<file path="config.mk">
export PLATFORM = sky130hd
export DESIGN_NAME = wdg_two_stage
export DESIGN_NICKNAME = d
export VERILOG_FILES = /design/src/rtl/wdg_pkg.sv /design/src/rtl/wdg_regfile.sv /design/src/rtl/wdg_counter.sv /design/src/rtl/wdg_stages.sv /design/src/rtl/wdg_two_stage.sv
export SDC_FILE = /design/constraint.sdc
export NUM_CORES = 1
export LEC_CHECK = 0
export BUFFER_PORTS_ARGS = -buffer_cell sky130_fd_sc_hd__clkbuf_2
export CAP_MARGIN = 15
export CORE_MARGIN = 4
export CORE_UTILIZATION = 49
export DETAILED_ROUTE_END_ITERATION = 8
export GPL_TIMING_DRIVEN = 0
export PLACE_DENSITY = 0.78
export SLEW_MARGIN = 10
export SYNTH_ARGS = -nofsm -noshare
export SYNTH_HDL_FRONTEND = slang
export SYNTH_SLANG_ARGS = --single-unit
</file>
<file path="constraint.sdc">
create_clock -name clk -period 6.1 [get_ports clk]
set_input_delay 1.22 -clock clk [delete_from_list [all_inputs] [get_ports clk]]
set_output_delay 1.22 -clock clk [all_outputs]
set_load 0.01 [all_outputs]
</file>
<file path="src/rtl/wdg_pkg.sv">
package wdg_pkg;
   // byte offsets of the register map
   localparam logic [7:0] OFS_RESTART = 8'h04;
   localparam logic [7:0] OFS_CTRL    = 8'h08;
   localparam logic [7:0] OFS_STATUS  = 8'h0C;
   localparam logic [7:0] OFS_WARN    = 8'h10;
   localparam logic [7:0] OFS_LIMIT   = 8'h14;

   // control register bit positions
   localparam int CTRL_RUN_BIT = 0;
   localparam int CTRL_IRQ_BIT = 1;

   // restart command bit and status bit
   localparam int RESTART_BIT  = 0;
   localparam int STATUS_BIT   = 0;
endpackage

</file>
<file path="src/rtl/wdg_regfile.sv">
module wdg_regfile #(
   parameter int ADDR_W = 8,
   parameter int DATA_W = 32,
   parameter int CNT_W  = 29
) (
   input  logic              clk,
   input  logic              rst_n,
   input  logic              por_n,
   input  logic [ADDR_W-1:0] addr,
   input  logic              wr,
   input  logic [DATA_W-1:0] wdata,
   input  logic              bite_evt,
   output logic              run,
   output logic              irq_en,
   output logic              restart,
   output logic [CNT_W-1:0]  warn_thr,
   output logic [CNT_W-1:0]  limit_thr,
   output logic              cause_flag,
   output logic [DATA_W-1:0] rdata
);
   import wdg_pkg::*;

   localparam logic [ADDR_W-1:0] A_RESTART = ADDR_W'(OFS_RESTART);
   localparam logic [ADDR_W-1:0] A_CTRL    = ADDR_W'(OFS_CTRL);
   localparam logic [ADDR_W-1:0] A_STATUS  = ADDR_W'(OFS_STATUS);
   localparam logic [ADDR_W-1:0] A_WARN    = ADDR_W'(OFS_WARN);
   localparam logic [ADDR_W-1:0] A_LIMIT   = ADDR_W'(OFS_LIMIT);

   logic soft_clr;
   assign soft_clr = !rst_n || !por_n;

   // restart is a command, it acts at the write edge
   assign restart = wr && (addr == A_RESTART) && wdata[RESTART_BIT];

   always_ff @(posedge clk) begin
      if (soft_clr) begin
         run       <= 1'b0;
         irq_en    <= 1'b0;
         warn_thr  <= '0;
         limit_thr <= '0;
      end else if (wr) begin
         case (addr)
            A_CTRL: begin
               run    <= wdata[CTRL_RUN_BIT];
               irq_en <= wdata[CTRL_IRQ_BIT];
            end
            A_WARN:  warn_thr  <= wdata[CNT_W-1:0];
            A_LIMIT: limit_thr <= wdata[CNT_W-1:0];
            default: ;
         endcase
      end
   end

   // cause flag only follows the power-on reset
   always_ff @(posedge clk) begin
      if (!por_n)        cause_flag <= 1'b0;
      else if (bite_evt) cause_flag <= 1'b1;
   end

   always_comb begin
      rdata = '0;
      case (addr)
         A_CTRL: begin
            rdata[CTRL_RUN_BIT] = run;
            rdata[CTRL_IRQ_BIT] = irq_en;
         end
         A_STATUS: rdata[STATUS_BIT] = cause_flag;
         A_WARN:   rdata[CNT_W-1:0]  = warn_thr;
         A_LIMIT:  rdata[CNT_W-1:0]  = limit_thr;
         default:  rdata = '0;
      endcase
   end

   logic unused_wdata;
   assign unused_wdata = ^wdata;


   cause_sticky_chk: assert property (@(posedge clk) disable iff (!por_n)
      cause_flag |=> cause_flag);

   cause_set_chk: assert property (@(posedge clk) disable iff (!por_n)
      bite_evt |=> cause_flag);
endmodule

</file>
<file path="src/rtl/wdg_counter.sv">
module wdg_counter #(
   parameter int CNT_W = 29
) (
   input  logic             clk,
   input  logic             rst_n,
   input  logic             por_n,
   input  logic             run,
   input  logic             restart,
   input  logic [CNT_W-1:0] limit_thr,
   output logic [CNT_W-1:0] cnt
);
   logic at_limit;
   assign at_limit = (cnt >= limit_thr);

   always_ff @(posedge clk) begin
      if (!rst_n || !por_n)    cnt <= '0;
      else if (!run || restart) cnt <= '0;
      else if (!at_limit)       cnt <= cnt + 1'b1;
   end


   restart_zero_chk: assert property (@(posedge clk) disable iff (!rst_n || !por_n)
      restart |=> (cnt == '0));

   cnt_hold_chk: assert property (@(posedge clk) disable iff (!rst_n || !por_n)
      (run && !restart && at_limit) |=> (cnt == $past(cnt)));

   idle_zero_chk: assert property (@(posedge clk) disable iff (!rst_n || !por_n)
      !run |=> (cnt == '0));
endmodule

</file>
<file path="src/rtl/wdg_stages.sv">
module wdg_stages #(
   parameter int CNT_W    = 29,
   parameter bit HAS_WARN = 1'b1
) (
   input  logic             clk,
   input  logic             rst_n,
   input  logic             por_n,
   input  logic             run,
   input  logic             irq_en,
   input  logic             restart,
   input  logic [CNT_W-1:0] cnt,
   input  logic [CNT_W-1:0] warn_thr,
   input  logic [CNT_W-1:0] limit_thr,
   output logic             warn,
   output logic             bite
);
   logic bitten;

   generate
      if (HAS_WARN) begin : g_warn
         assign warn = run && irq_en && (warn_thr != '0) && (cnt >= warn_thr);
      end else begin : g_nowarn
         logic unused_warn;
         assign unused_warn = irq_en ^ (^warn_thr);
         assign warn = 1'b0;
      end
   endgenerate

   assign bite = run && (limit_thr != '0) && (cnt >= limit_thr) && !bitten;

   always_ff @(posedge clk) begin
      if (!rst_n || !por_n)     bitten <= 1'b0;
      else if (!run || restart) bitten <= 1'b0;
      else if (bite)            bitten <= 1'b1;
   end


   bite_one_cycle_chk: assert property (@(posedge clk) disable iff (!rst_n || !por_n)
      (bite && !restart) |=> !bite);

   warn_needs_en_chk: assert property (@(posedge clk) disable iff (!rst_n || !por_n)
      warn |-> irq_en);
endmodule

</file>
<file path="src/rtl/wdg_two_stage.sv">
module wdg_two_stage #(
   parameter int ADDR_W   = 8,
   parameter int DATA_W   = 32,
   parameter int CNT_W    = 29,
   parameter bit HAS_WARN = 1'b1
) (
   input  logic              clk,
   input  logic              rst_n,
   input  logic              por_n,
   input  logic [ADDR_W-1:0] bus_addr,
   input  logic              bus_wr,
   input  logic [DATA_W-1:0] bus_wdata,
   output logic [DATA_W-1:0] bus_rdata,
   output logic              bark_irq,
   output logic              bite_req
);
   initial begin
      assert (CNT_W >= 29 && CNT_W <= DATA_W)
         else $fatal(1, "CNT_W must lie between 29 and DATA_W");
      assert (ADDR_W >= 5)
         else $fatal(1, "ADDR_W too narrow for the register map");
   end

   logic             run, irq_en, restart, cause_flag;
   logic [CNT_W-1:0] warn_thr, limit_thr, cnt;

   wdg_regfile #(.ADDR_W(ADDR_W), .DATA_W(DATA_W), .CNT_W(CNT_W)) u_regs (
      .clk(clk), .rst_n(rst_n), .por_n(por_n),
      .addr(bus_addr), .wr(bus_wr), .wdata(bus_wdata),
      .bite_evt(bite_req),
      .run(run), .irq_en(irq_en), .restart(restart),
      .warn_thr(warn_thr), .limit_thr(limit_thr),
      .cause_flag(cause_flag), .rdata(bus_rdata)
   );

   wdg_counter #(.CNT_W(CNT_W)) u_cnt (
      .clk(clk), .rst_n(rst_n), .por_n(por_n),
      .run(run), .restart(restart), .limit_thr(limit_thr), .cnt(cnt)
   );

   wdg_stages #(.CNT_W(CNT_W), .HAS_WARN(HAS_WARN)) u_stages (
      .clk(clk), .rst_n(rst_n), .por_n(por_n),
      .run(run), .irq_en(irq_en), .restart(restart), .cnt(cnt),
      .warn_thr(warn_thr), .limit_thr(limit_thr),
      .warn(bark_irq), .bite(bite_req)
   );


   quiet_when_off_chk: assert property (@(posedge clk) disable iff (!rst_n || !por_n)
      !run |-> (!bark_irq && !bite_req));
endmodule

</file>
* After elaboration in Yosys (flattened, before gate mapping)
Index checks and enable logic that the tools add are counted.
** Storage, ports and cells
- Bits in registers :: 91
- Input port bits :: 44
- Output and inout port bits :: 34
- Word-level logic and storage cells :: 38
** Cells by class
- Add/sub/neg operators :: 1
- $lt $le $gt $ge :: 2
- Equal/unequal tests :: 5
- Multiplexer cells :: 3
- Reductions and logical operators :: 20
** Operators with widths (count)
- 29-bit greater-or-equal comparator :: 2
- 29-bit nonzero test :: 2
- 27-bit one-hot mux with 2 select lines :: 1
- 29-bit by 1-bit adder with 29-bit output (second input constant) :: 1
- 8-bit by 4-bit equality test with 1-bit output (second input constant) :: 2
- 8-bit by 5-bit equality test with 1-bit output (second input constant) :: 2
- 8-bit by 3-bit equality test with 1-bit output (second input constant) :: 1
- 1-bit logical AND :: 8
- 2-bit AND reduction :: 3
- 1-bit zero test :: 4
- 1-bit one-hot mux with 4 select lines :: 1
- 1-bit one-hot mux with 3 select lines :: 1
- 1-bit logical OR :: 2
- 2-bit OR reduction :: 1

* Logic depth before layout (Yosys ltp)
- Depth after elaboration :: 5
- Depth in mapped cells :: 10
- Depth with buffers taken out :: 9

* By module
A second synthesis with hierarchy kept.
** Second synthesis, totals
- Cells, all modules :: 858
- Area, all modules :: 7036.7 um2
** Modules (own cells, without submodules)
- wdg_regfile :: times used 1, cells an instance 317, area each 2856.5 um2, seq. area each 1221.2 um2
- wdg_counter :: times used 1, cells an instance 308, area each 2546.2 um2, seq. area each 580.6 um2
- wdg_stages :: times used 1, cells an instance 233, area each 1634.1 um2, seq. area each 20.0 um2

* Least setup slack after synthesis
No wires, ideal clock.
- Kind :: input -> output
- Start :: in bus_addr[0]
- End :: out bus_rdata[11]
- Arrival time :: 2951 ps
- Required time :: 4880 ps
- Slack :: 1929 ps
- Stages on the path :: 6
- Buffers on the path :: 2
- Path through :: or4_1 or3_1 nor2_1 clkbuf_1 buf_2 a22o_1
** On the way
- Cells in the longest elaborated chain, start to end :: 2
- Elaborated cells between the ends (all ways) :: 3
- Those cells by class :: 2 x eq/ne; 1 x mux
** RTL lines
- from (decl) :: RTL line wdg_two_stage.sv:10 : input logic [ADDR_W-1:0] bus_addr,
- 8-bit by 5-bit equality test with 1-bit output :: RTL line wdg_regfile.sv:62 : case (addr)
- 27-bit one-hot mux with 2 select lines (*) :: RTL line wdg_regfile.sv:62
- to (decl) :: RTL line wdg_two_stage.sv:13 : output logic [DATA_W-1:0] bus_rdata,
Every way passes the cells marked *; elsewhere a longest branch is shown, timed or not.

* Worst setup path in the final report
- Start :: in bus_addr[0]
- End :: out bus_rdata[13]
The elaborated chain is that of the path after synthesis.

==> results.toml <==
[run_status]
outcome = "complete, no violations"

[routing]
vias_per_cell = 5.71
drtIter0Drc = 300
drc_errors = 0
wl_per_cell_um = 16.5
drtAntennaViolNets = 0
dr_total_vias = 5452
dr.pass1.iters = 5
wl_um = 15700

[sta]
tightestPinTransition_ns = 0.683
fin_ws_ns = 1.26
setup_viol = 0
fmax_mhz = 207
skew_ns = 0.00757
grt_setup_unrepaired = "no"
tns_ns = 0
hold_ws_ns = 0.481
final_hold_viol_count = 0
final_max_slew_viol_count = 0
post-route-period-util_pct = 79.3
period_needed_ns = 4.84
max-slew-margin-rel_pct = 54.4

[worst_setup_path]
crit_end = "bus_rdata[13]"
cpMostUsedCell = "clkbuf_2"
cp_max_fo = 10
cp-end-kind = "primary output"
crit_start = "bus_addr[0]"
crit_path_start_kind = "primary input"
cp.arrival_ns = 3.62
critPathKind = "primary input to primary output"
r2r_setup_slack_ns = 3.00
r2r-end = "u_cnt.cnt[28]$_SDFFE_PP0N_"
crit_required_ns = 4.88
slowest_stage = "or4_1"
slowest_delay_ns = 0.52
regToRegStartpoint = "u_regs.limit_thr[20]$_SDFFE_PP0P_"
worstPathCellList = "clkbuf_2 > or4_1 > or3_1 > nor2_1 > clkbuf_1 > buf_2 > a22o_1 > clkbuf_2"
r2r_cells = 10

[clocking]
clkLatencyLatePin_ns = 0.35
cts_tree = "done"
cts_num_sinks = 91
cts_buffer_depth = 2
postCtsSetupRepairBufs = 0
cts_hold_buffers = 0
path_clk_slew_ns = 0.06
cts-resized-gates = 0
numCtsBuffers = 9
cts-root-buf = "clkbuf_16"
h-tree-depth = 3

[global_routing]
grt_max_degree = 17
grtUsageTotal_pct = 24.5
overflow = 0
grt_pass1_wl_um = 26000
grt_antenna_before_repair = 0
grt_pass1_vias = 5203

[yosys]
ys_seq_area_share_pct = 32.5
synth_area_per_cell_um2 = 7.71
ys_seq_elements = 91
synthTopCellsByArea = "dfxtp_1 (32%), ha_1 (13%), nand2_1 (10%), a21oi_1 (8.2%), inv_1 (4.4%)"
syn_area_mm2 = 0.00561
synthArstFlopShare_pct = 0
synth-edff-count = 0
synth.top_cell.area_share_pct = 32.5
yosys_warnings = 0
yosysMostFrequentCell = "nand2_1"
syn_inst = 727
ys_types = 53
synth_common_cells = "nand2_1 (151), a21oi_1 (92), dfxtp_1 (91)"
yosysTopAreaCell = "dfxtp_1"
synth_flop_cell = "dfxtp_1"

[placement]
dp_slack_ns = 1.30
placed_cells = 940
io_buffers = 71
dp_hpwl_um = 12400
finalWeightedCongestion = 0.933

[finish]
antenna_cells = 0
nNetsFinal = 914
multi_input_area_mm2 = 0.00339
drive_above_1_share_pct = 12.9
fin_cells = 955
seq_area_mm2 = 0.00182
area_delta_synth_final_pct = 14.9
fillCellCount = 1062

[flow_run]
maxCapViolations = 0

[die]
die_w_um = 115
fp-row-count = 38
start_util_pct = 50.8
io_pins = 78
dieHeight_um = 115
core_mm2 = 0.0110
die-area_mm2 = 0.0132

[power_and_ir_drop]
powerDensity_mw_per_mm2 = 186
p_leak_nw = 2.41
finalPower_w = 0.00120
vdd_drop_max_mv = 0.126

[worst_hold_path]
hold_class = "flip-flop to flip-flop"
==> routing by layer <==
layer | track usage, % | part of all wire, %
met1 | 33.4 | 45
met2 | 39.5 | 47
met3 | 3.16 | 5.9
met4 | 9.70 | 2.6
met5 | 0 | 0
==> how the worst min path moves through the flow <==
| stage | from | endpoint | slack (ns) | cells past startpoint |
|---|---|---|---|---|
| detailed placement | u_regs.cause_flag$_SDFFE_PN0P_ | u_regs.cause_flag$_SDFFE_PN0P_ | 0.47 | 1 |
| global route | u_regs.irq_en$_SDFFE_PP0P_ | u_regs.irq_en$_SDFFE_PP0P_ | 0.50 | 2 |
| global placement | u_regs.cause_flag$_SDFFE_PN0P_ | u_regs.cause_flag$_SDFFE_PN0P_ | 0.47 | 1 |
| floorplan | u_regs.cause_flag$_SDFFE_PN0P_ | u_regs.cause_flag$_SDFFE_PN0P_ | 0.44 | 1 |
| CTS | u_regs.irq_en$_SDFFE_PP0P_ | u_regs.irq_en$_SDFFE_PP0P_ | 0.48 | 2 |
| finish | u_regs.irq_en$_SDFFE_PP0P_ | u_regs.irq_en$_SDFFE_PP0P_ | 0.48 | 2 |
==> cell families after synthesis <==
kind of cell / share of synthesized area (%)
DFF: 32.5
other: 0.0669
and+or+nand+nor: 23.1
muxes: 0.714
adders and majority gates: 13.2
xor gates and xnor gates: 2.19
AOI/OAI and AO/OA: 21.1
buffers and inverters: 7.16
==> critical path, delay by kind of cell <==
| family | cells | cell delay (ns) |
|---|---|---|
| AOI/OAI and AO/OA | 1 | 0.21 |
| buffers and inverters | 4 | 1.00 |
| and+or+nand+nor | 3 | 1.16 |
==> cell type report <==
cell class | instances | share of cell area, %
inverter | 65 | 3.79
timing repair buffer | 71 | 5.51
clock inverter | 6 | 1.15
sequential | 91 | 28.3
multi-input combinational | 536 | 52.6
clock buffer | 9 | 3.50
buffer | 37 | 2.45
tap | 140 | 2.72
==> registers in the layout (all words and copies together), names as in the netlist <==
register / cells
u_regs.irq_en: 1
u_regs.limit_thr: 29
u_cnt.cnt: 29
u_stages.bitten: 1
u_regs.warn_thr: 29
u_regs.run: 1
u_regs.cause_flag: 1
==> where the power goes <==
| group | switching (W) | internal, W | total [W] | leakage [nW] |
|---|---|---|---|---|
| sequential | 0.000000229 | 0.000594 | 0.000594 | 0.733 |
| clock | 0.000252 | 0.000321 | 0.000572 | 0.140 |
| combinational | 0.0000201 | 0.0000135 | 0.0000336 | 1.54 |
| total | 0.000272 | 0.000928 | 0.00120 | 2.41 |
==> placed cells by master (no fill, tap or decap), types with 3 or more instances in the layout <==
cell type,netlist,routed
nand2_1,151,151
a21oi_1,92,92
dfxtp_1,91,91
clkbuf_2,0,71
inv_1,65,65
ha_1,59,59
nor2_1,29,29
clkbuf_1,27,27
a22o_1,27,27
nand4_1,21,21
nor4_1,18,18
nand3_1,16,16
xnor2_1,14,14
a21o_1,13,13
clkbuf_16,0,9
nand2b_1,8,8
a211oi_1,8,8
o21ai_0,7,7
nor3_1,6,6
buf_2,6,6
and2_1,5,5
o21ai_1,4,4
o21a_1,4,4
a2111oi_0,4,4
and3_1,4,4
mux2i_1,4,4
and4_1,3,3
or4_1,3,3
o211ai_1,3,3
a31o_2,3,3
buf_4,3,3
conb_1,1,3
==> stage by stage <==
| step | area, um2 | utilization [%] |
|---|---|---|
| 2_1_floorplan | 5610 | - |
| 3_3_place_gp | 6140 | 55.7 |
| 3_5_place_dp | 6140 | 55.7 |
| 4_1_cts | 6440 | 58.4 |
| 5_1_grt | 6440 | 58.4 |
| 6_report | 6440 | 58.4 |
(Power assumes the default switching activity.)
